$ cat src/rtl/rsf_pkg.sv
`timescale 1ns/1ps
package rsf_pkg;
  localparam int ADDR_W = 2;
  localparam logic [ADDR_W-1:0] ADDR_SW_STAT  = 2'd0;
  localparam logic [ADDR_W-1:0] ADDR_LIN_STAT = 2'd1;
  localparam logic [ADDR_W-1:0] ADDR_MASK     = 2'd2;
endpackage

$ cat src/rtl/rsf_tick.sv
`timescale 1ns/1ps
module rsf_tick #(
  parameter int TICK_DIV = 200
) (
  input  logic clk,
  input  logic rst_n,
  output logic tick_o
);
  localparam int CW = (TICK_DIV > 1) ? $clog2(TICK_DIV) : 1;
  logic [CW-1:0] cnt_q, cnt_d;
  logic          wrap;

  assign wrap = (cnt_q == CW'(TICK_DIV - 1));

  always_comb begin
    cnt_d = wrap ? '0 : cnt_q + 1'b1;
  end

  always_ff @(posedge clk or negedge rst_n) begin
    if (!rst_n) cnt_q <= '0;
    else        cnt_q <= cnt_d;
  end

  assign tick_o = wrap;
endmodule

$ cat src/rtl/rsf_persist.sv
`timescale 1ns/1ps
module rsf_persist #(
  parameter int FILT_US = 170
) (
  input  logic clk,
  input  logic rst_n,
  input  logic tick_i,
  input  logic arm_i,
  output logic qual_o
);
  localparam int CW = $clog2(FILT_US + 1);
  logic [CW-1:0] cnt_q, cnt_d;
  logic          full;

  assign full = (cnt_q == CW'(FILT_US));

  always_comb begin
    cnt_d = cnt_q;
    if (!arm_i)                cnt_d = '0;
    else if (tick_i && !full)  cnt_d = cnt_q + 1'b1;
  end

  always_ff @(posedge clk or negedge rst_n) begin
    if (!rst_n) cnt_q <= '0;
    else        cnt_q <= cnt_d;
  end

  assign qual_o = full && arm_i;
endmodule

$ cat src/rtl/rsf_startup.sv
`timescale 1ns/1ps
module rsf_startup #(
  parameter int START_US = 2000
) (
  input  logic clk,
  input  logic rst_n,
  input  logic tick_i,
  input  logic restart_i,
  output logic masked_o
);
  localparam int CW = $clog2(START_US + 1);
  logic [CW-1:0] cnt_q, cnt_d;
  logic          done;

  assign done = (cnt_q == CW'(START_US));

  always_comb begin
    cnt_d = cnt_q;
    if (restart_i)            cnt_d = '0;
    else if (tick_i && !done) cnt_d = cnt_q + 1'b1;
  end

  always_ff @(posedge clk or negedge rst_n) begin
    if (!rst_n) cnt_q <= '0;
    else        cnt_q <= cnt_d;
  end

  assign masked_o = !done;
endmodule

$ cat src/rtl/rsf_status.sv
`timescale 1ns/1ps
module rsf_status #(
  parameter int N = 4
) (
  input  logic         clk,
  input  logic         rst_n,
  input  logic [N-1:0] set_i,
  input  logic         clr_i,
  output logic [N-1:0] stat_o
);
  logic [N-1:0] stat_q, stat_d;

  always_comb begin
    stat_d = stat_q;
    if (clr_i) stat_d = '0;
    stat_d = stat_d | set_i;
  end

  always_ff @(posedge clk or negedge rst_n) begin
    if (!rst_n) stat_q <= '0;
    else        stat_q <= stat_d;
  end

  assign stat_o = stat_q;
endmodule

$ cat src/rtl/rsf_fault_mgr.sv
`timescale 1ns/1ps
module rsf_fault_mgr
  import rsf_pkg::*;
#(
  parameter int N_SW     = 6,
  parameter int N_LIN    = 8,
  parameter int DW       = 16,
  parameter int TICK_DIV = 200,
  parameter int FILT_US  = 170,
  parameter int START_US = 2000
) (
  input  logic              clk,
  input  logic              rst_n,
  input  logic [N_SW-1:0]   sw_req_i,
  input  logic [N_SW-1:0]   sw_short_i,
  input  logic [N_LIN-1:0]  lin_req_i,
  input  logic [N_LIN-1:0]  lin_short_i,
  output logic [N_SW-1:0]   sw_en_o,
  output logic [N_LIN-1:0]  lin_en_o,
  input  logic [ADDR_W-1:0] addr_i,
  input  logic              rd_i,
  input  logic              wr_i,
  input  logic [DW-1:0]     wdata_i,
  output logic [DW-1:0]     rdata_o,
  output logic              irq_o
);
  localparam int N_ALL = N_SW + N_LIN;

  logic              tick;
  logic              startup_masked;
  logic              any_rise;
  logic [N_ALL-1:0]  req_q;
  logic [N_SW-1:0]   sw_qual, sw_status;
  logic [N_LIN-1:0]  lin_qual, lin_status;
  logic              clr_sw, clr_lin;
  logic              mask_q, mask_d;
  logic [DW-1:0]     rdata_q, rdata_d;
  logic              unused_wdata;

  assign unused_wdata = ^wdata_i[DW-1:1];

  rsf_tick #(.TICK_DIV(TICK_DIV)) u_tick (
    .clk(clk), .rst_n(rst_n), .tick_o(tick)
  );

  // Rising edge of any requested enable restarts the startup window
  always_ff @(posedge clk or negedge rst_n) begin
    if (!rst_n) req_q <= '0;
    else        req_q <= {lin_req_i, sw_req_i};
  end
  assign any_rise = |({lin_req_i, sw_req_i} & ~req_q);

  rsf_startup #(.START_US(START_US)) u_startup (
    .clk(clk), .rst_n(rst_n), .tick_i(tick),
    .restart_i(any_rise), .masked_o(startup_masked)
  );

  assign sw_en_o  = sw_req_i  & ~sw_status;
  assign lin_en_o = lin_req_i & ~lin_status;

  for (genvar i = 0; i < N_SW; i++) begin : g_sw_filt
    rsf_persist #(.FILT_US(FILT_US)) u_filt (
      .clk(clk), .rst_n(rst_n), .tick_i(tick),
      .arm_i(sw_short_i[i] && sw_en_o[i]), .qual_o(sw_qual[i])
    );
  end

  for (genvar j = 0; j < N_LIN; j++) begin : g_lin_filt
    rsf_persist #(.FILT_US(FILT_US)) u_filt (
      .clk(clk), .rst_n(rst_n), .tick_i(tick),
      .arm_i(lin_short_i[j] && lin_en_o[j]), .qual_o(lin_qual[j])
    );
  end

  assign clr_sw  = rd_i && (addr_i == ADDR_SW_STAT);
  assign clr_lin = rd_i && (addr_i == ADDR_LIN_STAT);

  rsf_status #(.N(N_SW)) u_sw_stat (
    .clk(clk), .rst_n(rst_n),
    .set_i(sw_qual & {N_SW{!startup_masked}}),
    .clr_i(clr_sw), .stat_o(sw_status)
  );

  rsf_status #(.N(N_LIN)) u_lin_stat (
    .clk(clk), .rst_n(rst_n),
    .set_i(lin_qual & {N_LIN{!startup_masked}}),
    .clr_i(clr_lin), .stat_o(lin_status)
  );

  // Register port: next-state
  always_comb begin
    mask_d  = mask_q;
    rdata_d = rdata_q;
    if (wr_i && (addr_i == ADDR_MASK)) mask_d = wdata_i[0];
    if (rd_i) begin
      case (addr_i)
        ADDR_SW_STAT:  rdata_d = DW'(sw_status);
        ADDR_LIN_STAT: rdata_d = DW'(lin_status);
        ADDR_MASK:     rdata_d = DW'(mask_q);
        default:       rdata_d = '0;
      endcase
    end
  end

  always_ff @(posedge clk or negedge rst_n) begin
    if (!rst_n) begin
      mask_q  <= 1'b0;
      rdata_q <= '0;
    end else begin
      mask_q  <= mask_d;
      rdata_q <= rdata_d;
    end
  end

  assign rdata_o = rdata_q;
  assign irq_o   = ((|sw_status) || (|lin_status)) && !mask_q;
endmodule

$ cat config.mk
export PLATFORM = sky130hd
export DESIGN_NAME = rsf_fault_mgr
export DESIGN_NICKNAME = d
export VERILOG_FILES = /design/src/rtl/rsf_pkg.sv /design/src/rtl/rsf_tick.sv /design/src/rtl/rsf_persist.sv /design/src/rtl/rsf_startup.sv /design/src/rtl/rsf_status.sv /design/src/rtl/rsf_fault_mgr.sv
export SDC_FILE = /design/constraint.sdc
export NUM_CORES = 1
export LEC_CHECK = 0
export ABC_CLOCK_PERIOD_IN_PS = 5260
export BUFFER_PORTS_ARGS = -buffer_cell sky130_fd_sc_hd__buf_2
export CELL_PAD_IN_SITES_DETAIL_PLACEMENT = 1
export CELL_PAD_IN_SITES_GLOBAL_PLACEMENT = 1
export CORE_UTILIZATION = 50
export CTS_CLUSTER_SIZE = 14
export DETAILED_ROUTE_END_ITERATION = 8
export PLACE_DENSITY_LB_ADDON = 0.3
export SLEW_MARGIN = 20
export SYNTH_ARGS = -nofsm -noshare
export SYNTH_HDL_FRONTEND = slang
export SYNTH_SLANG_ARGS = --single-unit
$ cat constraint.sdc
create_clock -name clk -period 5.26 [get_ports clk]
set_clock_uncertainty 0.2 [all_clocks]
set_input_delay 0.526 -clock clk [delete_from_list [all_inputs] [get_ports clk]]
set_output_delay 0.526 -clock clk [all_outputs]
set_load 0.05 [all_outputs]
==> results.ini <==
[outcome]
outcome = finished, violations left
violations = negative hold slack

[finish]
final_util = 0.581
fin_cells = 1216
n_antenna_cell = 0
area_delta_synth_final_pct = 12.9
num-nets-final = 1062
layout_commonest_cell = dfrtp_1
drive_gt1_frac = 0.118
layout_common_cells = dfrtp_1 (168), nor2_1 (77), buf_2 (56)

[drt]
drcViolationCount = 0
dr_total_vias = 7556
avgViaCountPerCell = 6.21
wl_per_cell_um = 20.7
first_iter_violations = 469
wl_um = 25100
drt_first_pass_iters = 7
drtAntennaViolNets = 0

[timing]
hold_violations = 16
final_max_slew_viol_count = 0
finalCritPeriodShare = 0.652
fin_tns_setup_ps = 0
tightest_slew_ps = 947
rsz0062_at_grt = false
finalWorstSetupSlack_ps = 1830
slew_headroom = 0.352
setup_viol = 0
period_minus_slack_ps = 3430
max_freq_ghz = 0.292
whs_ps = -48.8

[job]
cap_violations = 0

[clocking]
cts_resized = 0
htreeDepth = 4
post_cts_buffers = 0
clock-sinks = 168
clkTransAtPathRegs_ps = 60
numCtsBuffers = 17
hold_buffers = 0
cts_tree = yes
clock_latency_ps = 430
root_buffer = clkbuf_16
clock_path_buffers = 2

[synth]
synthAdderAreaFrac = 0.0434
synth-simple-area-share = 0.259
muxShareOfSynthArea = 0.0185
ys_seq_area_frac = 0.471
syn_avg_cell_area_um2 = 9.68
synth_seq_cells = 168
synth-compound-area-share = 0.119
ys.flop_type = dfrtp_1
async_flop_share = 1.00
synth_top_family_by_area = simple AND/OR/NAND/NOR gates
synth_xor_area_frac = 0.0510
yosysWarnings = 0
ys_types = 60
synth_area_um2 = 8930
synth_edf_count = 0
syn_inst = 922

[grt]
grt_pass1_vias = 7927
gr-usage-all-layers = 0.294
grt_pass1_wl_um = 41500
globalRouteOverflowTotal = 0
grt_max_degree = 95
antenna_found_initial = 0

[worst_setup_path]
worst_r2r_startpoint = u_tick.cnt_q[5]$_DFF_PN0_
critPathRequiredTime_ps = 5370
critPathBufInv = 1
cp.arrival_ps = 3540
reg2reg_depth = 5
r2r_end = g_sw_filt[1].u_filt.cnt_q[7]$_DFFE_PN0P_
path_cells = nand4bb_2 > buf_4 > nor4_1 > a31oi_1 > a41o_1
crit_path_end_kind = register
cp_slowest_cell = nand4bb_2
worst-r2r-setup-slack_ps = 1830
start_kind = register
path_max_fanout = 26
slowest_delay_ps = 890
critPathTopFamily = simple AND/OR/NAND/NOR gates
path_class = reg2reg

[hold_path]
hold_path_class = in2async

[place]
portBuffers = 57
dp_worst_setup_slack_ps = 1990
dpl.cell_count = 1186
dp_hpwl_um = 16800
place_congestion = 0.808

[power]
leakage_nw = 4.17
ir_worst_vdd_uv = 236
power_density_nw_per_um2 = 273

[floorplanning]
die_x_um = 136
core_um2 = 17400
die_y_um = 136
ios = 81
die_area_um2 = 18400
initial_core_util = 0.514
std_cell_rows = 48

[kinds of logic after synthesis]
family / count (synthesis)
buffers and inverters: 83
AND/OR/NAND/NOR: 405
AO/OA/AOI/OAI: 166
XOR/XNOR: 52
flip-flops: 168
multiplexers: 16
other: 1
adder cells (fa/ha/maj): 31
[cell usage after synthesis (10+ instances only)]
cell type | n | area (um2)
a21oi_1 | 55 | 275
or3_1 | 22 | 138
ha_1 | 31 | 388
nor2b_1 | 26 | 163
nor2_1 | 77 | 289
nor3_1 | 17 | 85.1
nand4_1 | 29 | 181
nand3_1 | 47 | 235
nand2_1 | 55 | 206
dfrtp_1 | 168 | 4200
and2_1 | 12 | 75.1
a32o_1 | 10 | 100
mux2i_1 | 12 | 120
nor4_1 | 27 | 169
inv_1 | 49 | 184
xnor2_1 | 44 | 385
or4_1 | 22 | 165
o21ai_0 | 39 | 195
clkbuf_1 | 23 | 86.3
[worst max-delay path by stage]
stage                                   start  cells after the start                                  endpoint
finish              u_tick.cnt_q[5]$_DFF_PN0_                      5  g_sw_filt[1].u_filt.cnt_q[7]$_DFFE_PN0P_
global route        u_tick.cnt_q[0]$_DFF_PN0_                      6  g_sw_filt[1].u_filt.cnt_q[7]$_DFFE_PN0P_
CTS                 u_tick.cnt_q[0]$_DFF_PN0_                      6  g_sw_filt[1].u_filt.cnt_q[7]$_DFFE_PN0P_
detailed placement  u_tick.cnt_q[0]$_DFF_PN0_                      6  g_sw_filt[1].u_filt.cnt_q[7]$_DFFE_PN0P_
global placement    u_tick.cnt_q[5]$_DFF_PN0_                      5  g_sw_filt[1].u_filt.cnt_q[4]$_DFFE_PN0P_
floorplan                         sw_req_i[2]                      4  g_sw_filt[2].u_filt.cnt_q[6]$_DFFE_PN0P_
[power breakdown]
part / total [mW] / internal [mW] / switching (mW)
Sequential: 1.30 / 1.30 / 0.00350
Combinational: 0.138 / 0.0296 / 0.109
Clock: 1.31 / 0.798 / 0.508
Total: 2.75 / 2.13 / 0.620
[sequential cells by signal (all words and copies together), names as in the netlist]
register                 flops
req_q                       14
mask_q                       1
rdata_o                      8
g_sw_filt.u_filt.cnt_q      48
u_lin_stat.stat_o            8
u_tick.cnt_q                 8
g_lin_filt.u_filt.cnt_q     64
u_startup.cnt_q             11
u_sw_stat.stat_o             6
[area by class of cell]
type	instances	area, um2
clock buffer	20	447
clock inverter	9	151
timing repair buffer	67	369
inverter	49	184
fill	1940	7280
sequential	168	4200
multi-input combinational	678	4440
tap	225	282
[worst reg2reg max path, cell delays in order, from the launching register on]
cell and delay, ps:
dfrtp_1 530, nand4bb_2 900, buf_4 490, nor4_1 730
a31oi_1 220, a41o_1 260
[stage by stage]
stage	hold slack (ps)	power (mW)	instance area (um2)
finish	-48.8	2.75	10100
global route	18.4	2.83	10100
CTS	11.4	2.77	10100
detailed placement	258	1.47	9460
global placement	244	1.46	9460
floorplan	30.4	1.40	8950
[layer usage]
metal / GRT usage / up-vias / part of all wire
li1: - / 3476 / -
met1: 0.373 / 3882 / 0.43
met2: 0.497 / 154 / 0.50
met3: 0.0576 / 44 / 0.039
met4: 0.109 / 0 / 0.023
met5: 0 / - / 0
(Power assumes the default switching activity.)
